==> src/rtl/cla_pkg.sv <==
// Shared constants for the grouped carry-lookahead adder.
// Assumes: group size is fixed at four bits throughout the hierarchy.
package cla_pkg;
    localparam int GRP_BITS = 4;
endpackage

==> src/rtl/cla_pg_stage.sv <==
// Per-bit generate/propagate stage with operand-B conditional inversion.
// What it does: b_eff = op_b XOR sub; g = a AND b_eff; p = a XOR b_eff.
// Assumes: sub is the add/subtract selector; purely combinational.
module cla_pg_stage #(
    parameter int WIDTH = 16
) (
    input  logic [WIDTH-1:0] op_a,
    input  logic [WIDTH-1:0] op_b,
    input  logic             sub,
    output logic [WIDTH-1:0] gen,
    output logic [WIDTH-1:0] prop
);
    genvar i;
    generate
        for (i = 0; i < WIDTH; i++) begin : g_bit
            logic b_eff;
            // Invert B for subtraction, then form this bit's G and P.
            always_comb begin
                b_eff   = op_b[i] ^ sub;
                gen[i]  = op_a[i] & b_eff;
                prop[i] = op_a[i] ^ b_eff;
            end
        end
    endgenerate
endmodule

==> src/rtl/cla_group4.sv <==
// Four-bit lookahead group.
// What it does: expands every internal carry as a flat sum of products of
// this group's g, p and carry-in; also reports group generate/propagate.
// Assumes: carry-in arrives from the second-level lookahead unit.
module cla_group4 (
    input  logic [3:0] gen,
    input  logic [3:0] prop,
    input  logic       cin,
    output logic [3:0] bit_cin,
    output logic       grp_cout,
    output logic       grp_gen,
    output logic       grp_prop
);
    logic c0, c1, c2, c3;

    // Flat carries out of bits 0..3, each a two-level AND-OR of g, p, cin.
    always_comb begin
        c0 = gen[0] | (prop[0] & cin);
        c1 = gen[1] | (prop[1] & gen[0]) | (prop[1] & prop[0] & cin);
        c2 = gen[2] | (prop[2] & gen[1]) | (prop[2] & prop[1] & gen[0])
           | (prop[2] & prop[1] & prop[0] & cin);
        c3 = gen[3] | (prop[3] & gen[2]) | (prop[3] & prop[2] & gen[1])
           | (prop[3] & prop[2] & prop[1] & gen[0])
           | (prop[3] & prop[2] & prop[1] & prop[0] & cin);
    end

    // Carry into each bit of the group and the group's own carry-out.
    always_comb begin
        bit_cin  = {c2, c1, c0, cin};
        grp_cout = c3;
    end

    // Group generate/propagate, independent of the carry-in.
    always_comb begin
        grp_gen  = gen[3] | (prop[3] & gen[2]) | (prop[3] & prop[2] & gen[1])
                 | (prop[3] & prop[2] & prop[1] & gen[0]);
        grp_prop = &prop;
    end
endmodule

==> src/rtl/cla_lookahead.sv <==
// Second-level lookahead unit.
// What it does: from group generate/propagate terms and the external
// carry-in, forms the carry into every group in parallel (flat form:
// carry out of group j = OR over k<=j of GG[k] & GP[k+1..j], OR cin & GP[0..j]).
// Assumes: NGRP is modest (fan-in grows with the group count).
module cla_lookahead #(
    parameter int NGRP = 4
) (
    input  logic [NGRP-1:0] grp_gen,
    input  logic [NGRP-1:0] grp_prop,
    input  logic            cin,
    output logic [NGRP:0]   grp_carry
);
    // Flat sum of products for each group boundary; no carry feeds another.
    always_comb begin : p_flat
        logic acc;
        logic term;
        grp_carry[0] = cin;
        for (int j = 0; j < NGRP; j++) begin
            acc = cin;
            for (int m = 0; m <= j; m++) acc = acc & grp_prop[m];
            for (int k = 0; k <= j; k++) begin
                term = grp_gen[k];
                for (int m = k + 1; m <= j; m++) term = term & grp_prop[m];
                acc = acc | term;
            end
            grp_carry[j+1] = acc;
        end
    end
endmodule

==> src/rtl/cla_addsub.sv <==
// Grouped carry-lookahead adder/subtractor (top).
// What it does: sum = A + (B xor sub) + sub with two-level lookahead carries,
// raw carry-out and signed overflow (carry into MSB xor carry out of MSB).
// Assumes: WIDTH is a positive multiple of four; fully combinational.
module cla_addsub #(
    parameter int WIDTH = 16
) (
    input  logic [WIDTH-1:0] op_a,
    input  logic [WIDTH-1:0] op_b,
    input  logic             sub,
    output logic [WIDTH-1:0] sum,
    output logic             cout,
    output logic             ovf
);
    import cla_pkg::*;

    localparam int NGRP = WIDTH / GRP_BITS;

    logic [WIDTH-1:0] gen;
    logic [WIDTH-1:0] prop;
    logic [WIDTH-1:0] bit_cin;
    logic [NGRP-1:0]  grp_gen;
    logic [NGRP-1:0]  grp_prop;
    logic [NGRP-1:0]  grp_cout;
    logic [NGRP:0]    grp_carry;

    cla_pg_stage #(.WIDTH(WIDTH)) u_pg (
        .op_a (op_a),
        .op_b (op_b),
        .sub  (sub),
        .gen  (gen),
        .prop (prop)
    );

    genvar gi;
    generate
        for (gi = 0; gi < NGRP; gi++) begin : g_grp
            cla_group4 u_grp (
                .gen      (gen[gi*GRP_BITS +: GRP_BITS]),
                .prop     (prop[gi*GRP_BITS +: GRP_BITS]),
                .cin      (grp_carry[gi]),
                .bit_cin  (bit_cin[gi*GRP_BITS +: GRP_BITS]),
                .grp_cout (grp_cout[gi]),
                .grp_gen  (grp_gen[gi]),
                .grp_prop (grp_prop[gi])
            );
        end
    endgenerate

    cla_lookahead #(.NGRP(NGRP)) u_la (
        .grp_gen   (grp_gen),
        .grp_prop  (grp_prop),
        .cin       (sub),
        .grp_carry (grp_carry)
    );

    // Sum bits and flags from the lookahead carries.
    always_comb begin
        sum  = prop ^ bit_cin;
        cout = grp_carry[NGRP];
        ovf  = bit_cin[WIDTH-1] ^ grp_carry[NGRP];
    end
endmodule

==> config.mk <==
export PLATFORM = sky130hd
export DESIGN_NAME = cla_addsub
export DESIGN_NICKNAME = d
export VERILOG_FILES = /design/src/rtl/cla_pkg.sv /design/src/rtl/cla_pg_stage.sv /design/src/rtl/cla_group4.sv /design/src/rtl/cla_lookahead.sv /design/src/rtl/cla_addsub.sv
export SDC_FILE = /design/constraint.sdc
export NUM_CORES = 1
export LEC_CHECK = 0
export ABC_CLOCK_PERIOD_IN_PS = 3280
export BUFFER_PORTS_ARGS = -buffer_cell sky130_fd_sc_hd__clkbuf_2
export CAP_MARGIN = 30
export CORE_UTILIZATION = 50
export DETAILED_ROUTE_END_ITERATION = 8
export PLACE_DENSITY = 0.93
export SYNTH_ARGS = -nofsm -noshare
export SYNTH_HDL_FRONTEND = slang
export SYNTH_SLANG_ARGS = --single-unit
==> constraint.sdc <==
create_clock -name vclk -period 3.28
set_input_delay 0.328 -clock vclk [all_inputs]
set_output_delay 0.328 -clock vclk [all_outputs]
set_load 0.005 [all_outputs]
==> results of run 1 <==
-- layout make-up --
class	instances	area, um^2
fill	183	613.1
timing repair buffer	54	277.8
inverter	12	45.04
tap	27	33.78
multi-input combinational	119	992.2
-- stage by stage --
stage               total power, W  area, um^2  hold slack [ps]  util (%)  std cells
finish                   0.0003744        1349             1054     68.75        212
detailed placement       0.0003731        1349             1050     68.75        212
global placement         0.0003522        1349             1039     68.75        212
floorplan                0.0002441        1054            846.4         -        133
global route             0.0004221        1349             1080     68.75        212
CTS                      0.0003748        1349             1054     68.75        212
-- cells in the final DEF, fill, tap and decap left out, types with 2 or more instances in the layout --
master / synthesis / layout
o21ai_1: 2 / 2
buf_4: 0 / 3
nand4_1: 2 / 2
and2_1: 3 / 3
a211oi_1: 2 / 2
a21oi_1: 6 / 6
xnor2_1: 8 / 8
o21ai_0: 3 / 3
nand3_1: 4 / 4
a21o_1: 2 / 2
nor2b_1: 4 / 4
xor2_1: 17 / 17
ha_1: 16 / 16
nor3_1: 4 / 4
a21oi_2: 2 / 2
o21a_1: 4 / 4
a211o_1: 2 / 2
clkbuf_2: 0 / 51
o311ai_1: 2 / 2
fa_1: 3 / 3
nand2_1: 6 / 6
inv_1: 12 / 12
nor2_1: 10 / 10
nor3_2: 2 / 2
a211oi_2: 2 / 2
-- cell usage after synthesis (2+ instances only) --
master	count
o21ai_1	2
xnor2_1	8
nor3_2	2
a21o_1	2
o21ai_0	3
ha_1	16
a211oi_1	2
o21a_1	4
a21oi_1	6
inv_1	12
nor2b_1	4
xor2_1	17
nor2_1	10
nand2_1	6
a21oi_2	2
o311ai_1	2
and2_1	3
fa_1	3
a211oi_2	2
a211o_1	2
nor3_1	4
nand3_1	4
nand4_1	2
-- cell families (layout without fill, tap and decap cells) --
group           count (synthesis)  count (layout)  synth area share (%)
fa+ha+maj                      19              19                 24.70
compound gates                 35              35                 26.25
simple gates                   39              39                 21.50
mux                             1               1                0.9502
xor+xnor                       25              25                 20.78
buf+inv                        14              66                 5.819
-- worst paths after layout --
| kind | cells past startpoint | to | from |
|---|---|---|---|
| worst min-delay path | 4 | sum[1] | op_a[0] |
| worst max-delay path | 11 | sum[13] | sub |
-- worst min-delay path, cell delays in order --
cell and delay, ps:
clkbuf_2 90, mux2i_1 80, xnor2_1 130, clkbuf_2 100
-- power by group through the flow --
stage	Sequential [W]	Combinational, W	Clock [W]
2_1_floorplan	0	0.000244	0
3_3_place_gp	0	0.000352	0
3_5_place_dp	0	0.000373	0
4_1_cts	0	0.000375	0
5_1_grt	0	0.000422	0
6_report	0	0.000374	0
-- metal layers --
layer  global-route usage, %  up-vias  wire, um  part of all wire [%]
met2                   44.59       48      1308                    52
met3                   2.642        9       113                   4.5
met1                   23.28      507      1027                    41
li1                        -      591         -                     -
met4                   7.778        0        61                   2.4
met5                       0        -         0                     0
==> results by group, run 1 <==
STA
  – RSZ-0062 raised after global routing: no
  – Setup ws final: 162.1 ps
  – Worst-margin pin slew: 387.2 ps
  – Tcrit/Tclk final: 95.06%
  – Clock period minus worst slack: 3118 ps
  – Worst slew margin: 74.19%
  – Hold Violations, Final: 0
  – Final setup vio count: 0
  – Slew Limit Fails: 0
  – Setup TNS: 0 ps
  – Max Fclk: 0.3207 GHz

Drt
  – Vias/cell: 5.448
  – Drt total wl: 2511 um
  – Total number of vias: 1155
  – Routed length per placed instance: 11.84 um
  – Antenna Nets Post-Route: 0
  – Initial drt markers: 27
  – First-pass iteration count of the detailed router: 4
  – DRC errors left: 0

Floorplanning
  – FP Rows: 16
  – I/O pin count: 51
  – Initial Utilization: 53.70%
  – Die area: 2294 um^2
  – Core footprint: 1962 um^2
  – Die width: 47.90 um
  – Die span in y: 47.90 um

Synth
  – Mapped Area: 1054 um^2
  – Mapped Cells: 133
  – Seq/Total Area, Yosys: 0%
  – Synth area leaders: ha_1 (19%), xor2_1 (14%), xnor2_1 (6.7%)
  – Mapped Avg Cell Area: 7.921 um^2
  – Post-synth net total: 185
  – Ys Warns: 0
  – Library cells used by synthesis: 38
  – Synth area leader: ha_1
  – Synth top area share: 19.00%

Final layout
  – Area growth from synthesis to layout: 28.03%
  – Sequential cell area: 0 um^2
  – Clkbuf count: 0
  – # diodes: 0
  – Layout cells sized above 1: 34.59%
  – Sequential cells: 0
  – Fin nets: 239

Critical path
  – Critical Path, Cell by Cell: clkbuf_2, buf_4, xor2_1, ha_1, o21a_1, and2_1, o211a_1, nor3_1, fa_1, xnor2_1, clkbuf_2
  – Peak fanout along the critical path: 13
  – Critical path's slowest cell: fa_1
  – Startpoint types: input pin
  – Crit path top cell by count: clkbuf_2
  – Biggest cell delay along the critical path: 400 ps
  – Crit. End Element: output pin
  – Crit path max-delay family: adder cells
  – Worst endpoint data arrival time: 2790 ps
  – Critical path class: in2out
  – Required time worst endpoint: 2950 ps
  – Bufs and invs on worst path: 3

Power and ir drop
  – Seq pwr share: 0%
  – Internal Pwr Total: 0.0001797 W
  – Comb power frac: 100.0%
  – Switching Share: 52.01%
  – Maximum vdd drop: 163.1 uV
  – Net Switching: 0.0001947 W
  – Pwr dens: 277.6 nW/um^2
  – Clock share of power: 0%
  – Static Leakage: 0.7018 nW

Global route
  – First-pass GRT wire length: 3746 um
  – GRT Util Overall: 22.28%
  – Overflow after GRT: 0
  – Largest net degree at the start of global routing: 14
  – Vias in the first global route: 992
  – Initial antenna violation count: 0

Placed design
  – DP Worst Slack: 165.8 ps
  – Routability cong.: 0.8232
  – Detail Placement HPWL: 2255 um
  – # port buffers: 51

Clock network
  – Post-CTS Setup Bufs: 0
  – CTS resizes: 0
  – CTS hold repair buffers: 0

Worst hold path
  – Hold WC Path Type: in2out

Status
  – Outcome: finished clean

Run
  – Max_cap viols: 0
Note: power is estimated with default switching activity, not from simulation.
==> inputs of run 2 (changes only) <==
CORE_UTILIZATION = 48   (was 50)
PLACE_DENSITY = 0.95   (was 0.93)
SYNTH_HIERARCHICAL = 1   (was default)
==> run 2 against run 1 <==
Against the previous run:
- hold slack lost 26 ps
- sequential cell count is the same
- setup slack gained 21 ps
- critical path depth grew 3
- critical endpoint is now sum[15]
- largest cell class unchanged
==> results by group, run 2 <==
Floorplanning
  – I/O pin count: 51 (unchanged)
  – Core footprint: 1764 um^2 (-10%)
  – FP Rows: 15 (-1)
  – Die span in y: 45.65 um (-4.7%)
  – Die width: 45.65 um (-4.7%)
  – Die area: 2084 um^2 (-9.2%)
  – Initial Utilization: 51.84% (-1.9 points)

Clock network
  – CTS hold repair buffers: 0 (unchanged)

STA
  – Max Fclk: 0.3229 GHz (+0.68%)
  – Worst slew margin: 84.54% (+10 points)
  – Setup TNS: 0 ps (unchanged)
  – Worst-margin pin slew: 229.5 ps (-157.7 ps)
  – Final setup vio count: 0 (unchanged)
  – Tcrit/Tclk final: 94.42% (-0.64 points)
  – Clock period minus worst slack: 3097 ps (-20.99 ps)
  – Hold Violations, Final: 0 (unchanged)
  – Slew Limit Fails: 0 (unchanged)

Critical path
  – Peak fanout along the critical path: 9 (-4)
  – Critical path's slowest cell: ha_1
  – Startpoint types: input pin
  – Required time worst endpoint: 2950 ps (about the same)
  – Crit path top cell by count: a21o_1
  – Biggest cell delay along the critical path: 330 ps (-70 ps)
  – Crit. End Element: output pin
  – Worst endpoint data arrival time: 2770 ps (-20 ps)
  – Critical Path, Cell by Cell: clkbuf_4, xor2_1, ha_1, a21oi_1, o21ai_0, a21o_1, a21o_1, a21o_1, a21o_1, a21oi_2, inv_2, a21o_1, xor2_1, clkbuf_2
  – Critical path class: in2out

Final layout
  – # diodes: 0 (unchanged)
  – Most common cell after layout, fill and taps aside: clkbuf_2
  – Clkbuf count: 0 (unchanged)
  – Fin nets: 197 (-18%)
  – Post-route cell area: 1079 um^2 (-20%)
  – Layout cells sized above 1: 43.84% (+9.2 points)
  – Sequential cells: 0 (unchanged)
  – Commonest cells after routing, fill and taps aside: clkbuf_2 (50), xor2_1 (33), ha_1 (16), a21o_1 (12), a21oi_1 (8)
  – Sequential cell area: 0 um^2 (unchanged)
  – Area growth from synthesis to layout: 17.92%
  – Final Util: 61.13% (-7.6 points)

Placed design
  – Detail Placement HPWL: 1600 um (-29%)
  – # port buffers: 51 (unchanged)
  – Routability cong.: 0.9202 (+12%)
  – Dpl cell area: 1050 um^2 (-22%)

Worst hold path
  – Hold WC Path Type: in2out
  – WHS Path Cells: 3 (-1)
  – Hold Path Sink: sum[0]
  – HP Start: sub

Global route
  – First-pass GRT wire length: 2780 um (-26%)
  – Largest net degree at the start of global routing: 10 (-4)
  – Initial antenna violation count: 0 (unchanged)
  – GRT Util Overall: 17.03% (-5.2 points)
  – Vias in the first global route: 766 (-23%)
  – Overflow after GRT: 0 (unchanged)

Power and ir drop
  – Static Leakage: 0.6707 nW (-4.4%)
  – Maximum vdd drop: 157.4 uV (-3.5%)
  – Pwr dens: 287.0 nW/um^2 (+3.4%)

Run
  – Max_cap viols: 0 (unchanged)

Synth
  – Mapped Area: 914.6 um^2 (-13%)
  – Mapped Avg Cell Area: 8.315 um^2 (+5.0%)
  – Post-synth net total: 159 (-14%)
  – Mapped Cells: 110 (-17%)
  – Ys Warns: 6 (+6)

Drt
  – First-pass iteration count of the detailed router: 4 (unchanged)
  – Total number of vias: 858 (-26%)
  – Routed length per placed instance: 10.60 um (-10%)
  – Antenna Nets Post-Route: 0 (unchanged)
  – Initial drt markers: 7 (-74%)
  – Vias/cell: 5.018 (-7.9%)
  – DRC errors left: 0 (unchanged)
  – Drt total wl: 1813 um (-28%)

Status
  – Outcome: finished clean
-- run 2: final cells by class --
cell class	count	area [um^2]
Tap cell	25	31.28
Inverter	4	15.01
Fill cell	185	685.7
Timing Repair Buffer	56	299.0
Multi-Input combinational cell	86	733.2
-- run 2: what timing repair did --
item,4_1_cts,5_1_grt
setup buffers,0,3
setup endpoints to repair,0,2
hold endpoints to repair,0,0
gates resized for setup,0,3
-- run 2: worst max path at each step --
stage,end,cells after the start,from
global route,sum[15],14,sub
floorplan,ovf,15,sub
CTS,sum[15],14,sub
global placement,ovf,14,sub
detailed placement,sum[15],14,sub
finish,sum[15],14,sub
-- run 2: routing by layer --
layer  wire (um)  track usage, %  vias up
met5           0               0        -
met4          25           3.030        0
met3          84               0        4
met2        1005           34.00       30
met1         698           20.00      388
li1            -               -      436
-- run 2: where the power goes --
part	switching [W]	leakage, nW	internal (W)
combinational	0.000152	0.671	0.000157
clock	0	0	0
sequential	0	0	0
total	0.000152	0.671	0.000157
-- run 2: critical path: cells and delay by family --
| kind | cells | cell delay, ps |
|---|---|---|
| AOI/OAI and AO/OA | 8 | 1430 |
| adders and majority gates | 1 | 330 |
| buffers and inverters | 3 | 350 |
| xor gates and xnor gates | 2 | 320 |
-- run 2: stage by stage --
step	power (W)	instances	setup WS (ps)	hold WS [ps]
global placement	0.0002906	168	206.2	1054
detailed placement	0.0003014	168	108.5	1078
floorplan	0.0002383	110	306.4	877.2
CTS	0.0003034	168	104.8	1079
global route	0.0003474	171	-1.366	1059
finish	0.0003095	171	183.1	1028
